$ cat src/rtl/prio_regfile_pkg.sv
package prio_regfile_pkg;
  localparam int PRIO_W = 8;
  localparam int BUS_W  = 32;

  typedef enum logic [1:0] {
    SZ_BYTE = 2'd0,
    SZ_HALF = 2'd1,
    SZ_WORD = 2'd2,
    SZ_RSVD = 2'd3
  } acc_size_e;

  // Restricted-view read: shift toward the top, drop the old top bit.
  function automatic logic [PRIO_W-1:0] restricted_rd(input logic [PRIO_W-1:0] raw);
    return {raw[PRIO_W-2:0], 1'b0};
  endfunction

  // Restricted-view write: halve and force into the lower-priority half.
  function automatic logic [PRIO_W-1:0] restricted_wr(input logic [PRIO_W-1:0] wv);
    return {1'b1, wv[PRIO_W-1:1]};
  endfunction
endpackage

$ cat src/rtl/prio_lane_gate.sv
module prio_lane_gate
  import prio_regfile_pkg::*;
#(
  parameter int NUM_IRQ      = 64,
  parameter int FIRST_SHARED = 32,
  parameter int ADDR_W       = 10
) (
  input  logic [ADDR_W-1:0] lane_irq,
  input  logic [PRIO_W-1:0] lane_raw,
  input  logic              lane_grp_ns,
  input  logic              restricted,
  input  logic [PRIO_W-1:0] lane_wbyte,
  output logic              in_range,
  output logic              allowed,
  output logic [PRIO_W-1:0] rd_view,
  output logic [PRIO_W-1:0] wr_value
);
  always_comb begin
    in_range = (32'(lane_irq) >= 32'(FIRST_SHARED)) && (32'(lane_irq) < 32'(NUM_IRQ));
    allowed  = in_range && (!restricted || lane_grp_ns);
    rd_view  = restricted ? restricted_rd(lane_raw)   : lane_raw;
    wr_value = restricted ? restricted_wr(lane_wbyte) : lane_wbyte;
  end
endmodule

$ cat src/rtl/prio_bank.sv
module prio_bank
  import prio_regfile_pkg::*;
#(
  parameter int NUM_IRQ      = 64,
  parameter int FIRST_SHARED = 32,
  parameter int LANES        = 4,
  parameter int IDX_W        = 6
) (
  input  logic              clk,
  input  logic              rst_n,
  input  logic [LANES-1:0]  lane_we,
  input  logic [IDX_W-1:0]  lane_idx  [LANES],
  input  logic [PRIO_W-1:0] lane_wval [LANES],
  output logic [PRIO_W-1:0] prio_arr  [NUM_IRQ],
  output logic [NUM_IRQ-1:0] upd_mask
);
  for (genvar j = 0; j < NUM_IRQ; j++) begin : g_fld
    if (j < FIRST_SHARED) begin : g_fixed
      assign prio_arr[j] = '0;
      assign upd_mask[j] = 1'b0;
    end else begin : g_reg
      logic              fld_we;
      logic [PRIO_W-1:0] fld_wv;
      logic [PRIO_W-1:0] fld_q;
      logic              upd_q;

      always_comb begin
        fld_we = 1'b0;
        fld_wv = '0;
        for (int l = 0; l < LANES; l++) begin
          if (lane_we[l] && (lane_idx[l] == IDX_W'(j))) begin
            fld_we = 1'b1;
            fld_wv = lane_wval[l];
          end
        end
      end

      always_ff @(posedge clk or negedge rst_n) begin
        if (!rst_n) begin
          fld_q <= '0;
          upd_q <= 1'b0;
        end else begin
          upd_q <= fld_we;
          if (fld_we) fld_q <= fld_wv;
        end
      end

      assign prio_arr[j] = fld_q;
      assign upd_mask[j] = upd_q;
    end
  end
endmodule

$ cat src/rtl/prio_rsp_slot.sv
module prio_rsp_slot #(
  parameter int DATA_W = 32
) (
  input  logic              clk,
  input  logic              rst_n,
  input  logic              load,
  input  logic [DATA_W-1:0] load_data,
  input  logic              rsp_ready,
  output logic              rsp_valid,
  output logic [DATA_W-1:0] rsp_data,
  output logic              slot_free
);
  always_ff @(posedge clk or negedge rst_n) begin
    if (!rst_n) begin
      rsp_valid <= 1'b0;
      rsp_data  <= '0;
    end else if (load) begin
      rsp_valid <= 1'b1;
      rsp_data  <= load_data;
    end else if (rsp_ready) begin
      rsp_valid <= 1'b0;
    end
  end

  assign slot_free = !rsp_valid || rsp_ready;
endmodule

$ cat src/rtl/prio_regfile_sec.sv
module prio_regfile_sec
  import prio_regfile_pkg::*;
#(
  parameter int NUM_IRQ      = 64,
  parameter int FIRST_SHARED = 32,
  parameter int ADDR_W       = 10
) (
  input  logic                     clk,
  input  logic                     rst_n,
  input  logic                     req_valid,
  output logic                     req_ready,
  input  logic                     req_write,
  input  logic [1:0]               req_size,
  input  logic [ADDR_W-1:0]        req_addr,
  input  logic [BUS_W-1:0]         req_wdata,
  input  logic                     req_secure,
  input  logic                     sec_disable,
  input  logic [NUM_IRQ-1:0]       group_ns,
  output logic                     rsp_valid,
  output logic [BUS_W-1:0]         rsp_rdata,
  input  logic                     rsp_ready,
  output logic [NUM_IRQ*PRIO_W-1:0] prio_out,
  output logic [NUM_IRQ-1:0]       upd_mask
);
  localparam int LANES = BUS_W / PRIO_W;
  localparam int IDX_W = (NUM_IRQ > 1) ? $clog2(NUM_IRQ) : 1;

  acc_size_e         sz;
  logic              is_byte, is_word;
  logic              accept, restricted, word_ok;
  logic [ADDR_W-1:0] addr_base;
  logic [BUS_W-1:0]  rd_lanes, rsp_load_data;
  logic              slot_free;

  logic [PRIO_W-1:0] prio_arr  [NUM_IRQ];
  logic [IDX_W-1:0]  lane_idx  [LANES];
  logic [PRIO_W-1:0] lane_wval [LANES];
  logic [LANES-1:0]  lane_we, lane_act, lane_inr, lane_ok;

  assign sz         = acc_size_e'(req_size);
  assign is_byte    = (sz == SZ_BYTE);
  assign is_word    = (sz == SZ_WORD);
  assign restricted = !req_secure && !sec_disable;
  assign req_ready  = slot_free;
  assign accept     = req_valid && req_ready;
  assign addr_base  = is_word ? {req_addr[ADDR_W-1:2], 2'b00} : req_addr;
  assign word_ok    = &lane_inr;

  for (genvar l = 0; l < LANES; l++) begin : g_lane
    logic [ADDR_W-1:0] lane_irq;
    logic [PRIO_W-1:0] lane_raw, lane_wbyte, rd_view;
    logic              lane_grp;

    assign lane_irq = addr_base + ADDR_W'(l);
    assign lane_idx[l] = lane_irq[IDX_W-1:0];

    if (l == 0) begin : g_first
      assign lane_act[l] = is_word || is_byte;
      assign lane_wbyte  = req_wdata[PRIO_W-1:0];
    end else begin : g_rest
      assign lane_act[l] = is_word;
      assign lane_wbyte  = req_wdata[l*PRIO_W +: PRIO_W];
    end

    always_comb begin
      lane_raw = '0;
      lane_grp = 1'b0;
      if (lane_inr[l]) begin
        lane_raw = prio_arr[lane_idx[l]];
        lane_grp = group_ns[lane_idx[l]];
      end
    end

    prio_lane_gate #(
      .NUM_IRQ     (NUM_IRQ),
      .FIRST_SHARED(FIRST_SHARED),
      .ADDR_W      (ADDR_W)
    ) u_gate (
      .lane_irq   (lane_irq),
      .lane_raw   (lane_raw),
      .lane_grp_ns(lane_grp),
      .restricted (restricted),
      .lane_wbyte (lane_wbyte),
      .in_range   (lane_inr[l]),
      .allowed    (lane_ok[l]),
      .rd_view    (rd_view),
      .wr_value   (lane_wval[l])
    );

    assign rd_lanes[l*PRIO_W +: PRIO_W] = (lane_act[l] && lane_ok[l]) ? rd_view : '0;
    assign lane_we[l] = accept && req_write && lane_act[l] && lane_ok[l]
                        && (!is_word || word_ok);
  end

  assign rsp_load_data = req_write ? '0 : rd_lanes;

  prio_bank #(
    .NUM_IRQ     (NUM_IRQ),
    .FIRST_SHARED(FIRST_SHARED),
    .LANES       (LANES),
    .IDX_W       (IDX_W)
  ) u_bank (
    .clk      (clk),
    .rst_n    (rst_n),
    .lane_we  (lane_we),
    .lane_idx (lane_idx),
    .lane_wval(lane_wval),
    .prio_arr (prio_arr),
    .upd_mask (upd_mask)
  );

  prio_rsp_slot #(
    .DATA_W(BUS_W)
  ) u_rsp (
    .clk      (clk),
    .rst_n    (rst_n),
    .load     (accept),
    .load_data(rsp_load_data),
    .rsp_ready(rsp_ready),
    .rsp_valid(rsp_valid),
    .rsp_data (rsp_rdata),
    .slot_free(slot_free)
  );

  for (genvar j = 0; j < NUM_IRQ; j++) begin : g_flat
    assign prio_out[j*PRIO_W +: PRIO_W] = prio_arr[j];
  end
endmodule

$ cat config.mk
export PLATFORM = sky130hd
export DESIGN_NAME = prio_regfile_sec
export DESIGN_NICKNAME = d
export VERILOG_FILES = /design/src/rtl/prio_regfile_pkg.sv /design/src/rtl/prio_lane_gate.sv /design/src/rtl/prio_bank.sv /design/src/rtl/prio_rsp_slot.sv /design/src/rtl/prio_regfile_sec.sv
export SDC_FILE = /design/constraint.sdc
export NUM_CORES = 1
export LEC_CHECK = 0
export BUFFER_PORTS_ARGS = -buffer_cell sky130_fd_sc_hd__buf_2
export CORE_MARGIN = 5
export CORE_UTILIZATION = 25
export DETAILED_ROUTE_END_ITERATION = 16
export PLACE_DENSITY = 0.5
export SLEW_MARGIN = 30
export SYNTH_ARGS = -nofsm -noshare
export SYNTH_HDL_FRONTEND = slang
export SYNTH_SLANG_ARGS = --single-unit
$ cat constraint.sdc
create_clock -name clk -period 4.5 [get_ports clk]
set_input_delay 1.125 -clock clk [delete_from_list [all_inputs] [get_ports clk]]
set_output_delay 1.125 -clock clk [all_outputs]
set_load 0.03 [all_outputs]
==> flow_metrics.py <==
metrics = {
    "status": {
        "status": "complete, no violations",
    },
    "worst_setup_path": {
        "critical_path_required_ps": 4990,
        "timing.critical_path.to_type": "flop",
        "r2r.worst_path.cells": 12,
        "crit_fanout": 5,
        "timing.critical_path.slowest_stage_cell": "a221oi_1",
        "worst-endpoint-arrival_ps": 4830,
        "timing.critical_path.cells": "buf_2 -> nor2b_4 -> nor2_4 -> buf_4 -> ha_4 -> xor2_4 -> mux4_2 -> nand2_1 -> nand3_2 -> a31oi_4 -> nand2_2 -> buf_4 -> nand3_4 -> nor2_1 -> a221oi_1 -> buf_4 -> o21ai_0",
        "worst_path_largest_cell_delay_ps": 580,
        "critPathMostFrequentCell": "buf_4",
        "worst_reg2reg_setup_slack_ps": 980,
        "critical_path.startpoint_type": "input port",
        "critical_path_class": "input port to flop",
    },
    "cts": {
        "cts-buffers-inserted": 43,
        "clkLatencyLatePin_ps": 630,
        "clk_pin_slew_worst_paths_ps": 60,
        "tritoncts": "yes",
        "cts_hold_buffers": 0,
        "cts-root-to-sink-buffers": 3,
        "post_cts_buffers": 0,
        "cts.root.buffer_cell": "clkbuf_16",
        "numClockSinks": 321,
        "number_of_h_tree_levels": 2,
    },
    "synth": {
        "synth_largest_type_area_fraction": 0.259,
        "synth-seq-area-share": 0.259,
        "syn_avg_cell_area_sq_um": 8.30,
        "postSynthRegisterBits": 321,
        "async_reset_ff_frac": 1.00,
        "synthesis.area_sq_um": 31000,
        "synth-edff-count": 0,
        "ys_dominant_reg_cell": "dfrtp_1",
        "synth.most_common_cell": "nand2_1",
        "synth.largest_area_cell": "dfrtp_1",
        "synth.top_cells.by_area": "dfrtp_1 (26%), mux4_2 (11%), buf_4 (7.8%)",
        "synth.top_cells.by_count": "nand2_1 (561), buf_4 (324), dfrtp_1 (321)",
        "netlist_instances": 3737,
        "synth-warning-count": 0,
        "ys_types": 101,
    },
    "place": {
        "detailedPlacementHpwl_um": 192000,
        "routabilityCongestion": 1.09,
        "port_buffer_count": 404,
        "place_worst_setup_slack_ps": -744,
    },
    "drt": {
        "wl_per_cell_um": 38.8,
        "iteration_0_drc_count_of_the_detailed_router": 6039,
        "post_drt_via_cell_ratio": 6.13,
        "drtAntennaViolNets": 0,
        "drt_wl_total_um": 244000,
        "vias": 38524,
        "drtPass1Iterations": 6,
        "route.detailed.drc": 0,
    },
    "die": {
        "floorplan.core_area_sq_um": 123000,
        "ios": 725,
        "dieHeight_um": 362,
        "rows": 129,
        "initial_utilization": 0.251,
        "die_width_um": 362,
        "die_area_sq_um": 131000,
    },
    "sta": {
        "rsz0062_at_grt": "no",
        "worstMarginPinSlew_ps": 1110,
        "timing_hold_violations_final": 0,
        "setup_total_negative_slack_ps": 0,
        "worst_clock_skew_ps": 31.2,
        "worst_slew_margin_relative_to_its_limit": 0.244,
        "timing.final.crit_period_ps": 4340,
        "final.period_utilization": 0.965,
        "post-route-worst-setup-slack_ps": 158,
        "max_freq_mhz": 230,
        "slew_viol_final": 0,
        "finalSetupViolCount": 0,
    },
    "power": {
        "seq_power_share": 0.298,
        "total_leakage_power_nw": 19.1,
        "power_per_cell_area_nw_per_um2": 235,
        "combinationalPowerShare": 0.315,
        "power_report.internal_total_w": 0.00592,
        "switching_share": 0.397,
        "vdd_drop_max_mv": 0.302,
        "power.total_w": 0.00982,
        "sw_power_w": 0.00390,
        "clock_power_share": 0.387,
    },
    "grt": {
        "grt_pass1_vias": 35352,
        "grt_overflow_total": 0,
        "antenna_found_initial": 34,
        "globalRouteTotalUtil": 0.353,
        "grt_start_max_net_pins": 90,
        "grt_first_pass_wirelength_um": 320000,
    },
    "cells_and_area": {
        "share_of_final_layout_standard_cells_stronger_than_drive_strength_1": 0.356,
        "final_net_count": 4727,
        "area_growth_syn_to_fin_pct": 35.0,
        "fin_util": 0.339,
        "count_of_fill_cells_added_during_filler_insertion": 13097,
    },
    "flow_run": {
        "maxCapViolCount": 0,
    },
    "hold_path": {
        "class_of_the_most_critical_hold_timing_path": "input port to async pin",
    },
}
[power by group through the flow]
stage / combinational [W] / clock (W) / sequential, W
after floorplan: 0.00160 / 0 / 0.00298
after global placement: 0.00294 / 0 / 0.00297
after detailed placement: 0.00293 / 0 / 0.00297
after CTS: 0.00293 / 0.00383 / 0.00292
after global routing: 0.00308 / 0.00392 / 0.00292
final: 0.00310 / 0.00380 / 0.00292
[worst max-delay path, delay by kind of cell]
family          cells  cell delay (ps)
simple gates        7             1040
compound gates      3              920
buf+inv             4              700
mux                 1              560
xor+xnor            1              270
fa+ha+maj           1              200
[logic make-up after synthesis]
logic type / after synthesis / synth area share
flip-flops: 321 / 0.259
XOR/XNOR: 13 / 0.00464
adder cells (fa/ha/maj): 6 / 0.00242
AND/OR/NAND/NOR: 1274 / 0.185
buffers and inverters: 683 / 0.126
other: 1 / 0.000121
multiplexers: 402 / 0.191
AO/OA/AOI/OAI: 1037 / 0.232
[flip-flops by register name, summed over array words and instances (netlist names)]
signal,flops
u_bank.g_fld.g_reg.upd_q,32
u_rsp.rsp_data,32
u_bank.g_fld.g_reg.fld_q,256
u_rsp.rsp_valid,1
[final timing paths]
check / end / startpoint
setup / recovery: u_bank.g_fld[43].g_reg.fld_q[0]$_DFFE_PN0P_ / req_size[1]
hold / removal: u_bank.g_fld[40].g_reg.upd_q$_DFF_PN0_ / rst_n
hold reg to reg: u_rsp.rsp_data[16]$_DFFE_PN0P_ / u_rsp.rsp_data[16]$_DFFE_PN0P_
setup reg to reg: u_bank.g_fld[39].g_reg.fld_q[0]$_DFFE_PN0P_ / u_rsp.rsp_valid$_DFFE_PN0P_
max in group asynchronous: u_bank.g_fld[60].g_reg.fld_q[6]$_DFFE_PN0P_ / rst_n
min in group clk: u_rsp.rsp_data[16]$_DFFE_PN0P_ / u_rsp.rsp_data[16]$_DFFE_PN0P_
[final cells by class]
| class | instances | area [sq um] | share of cell area |
|---|---|---|---|
| tap | 1637 | 2050 | 0.0489 |
| clock inverter | 19 | 238 | 0.00568 |
| sequential | 321 | 8030 | 0.192 |
| inverter | 40 | 158 | 0.00377 |
| antenna | 14 | 35.0 | 0.000837 |
| multi-input combinational | 3020 | 21500 | 0.514 |
| clock buffer | 58 | 1240 | 0.0297 |
| timing repair buffer | 1180 | 8580 | 0.205 |
[layout by cell type (no fill, tap or decap), types with 77 or more instances in the layout]
cell	n
buf_4	718
nand2_1	544
buf_2	403
dfrtp_1	321
conb_1	288
nor2_1	260
mux2i_1	221
o21ai_0	175
mux4_2	151
a21oi_1	147
nand3_1	114
o21ai_1	86
nor3_1	79
a221oi_1	77
[metal layers]
layer  track usage  wire length (um)
met5             0                56
met4         0.249             22200
met3         0.116             32400
met2         0.504             98400
met1         0.448             90700
[repair_timing]
action	4_1_cts	5_1_grt
hold endpoints to repair	0	0
gates resized for setup	2	6
endpoints found under the setup margin	2	4
[through the flow]
stage | hold WS, ps | std cells | instance area (sq um)
5_1_grt | 470 | 6277 | 41800
6_report | 433 | 6289 | 41900
2_1_floorplan | 653 | 4024 | 33700
4_1_cts | 449 | 6275 | 41800
3_5_place_dp | 468 | 6198 | 40300
3_3_place_gp | 462 | 6198 | 40300
Power figures use the tool's default switching activity.
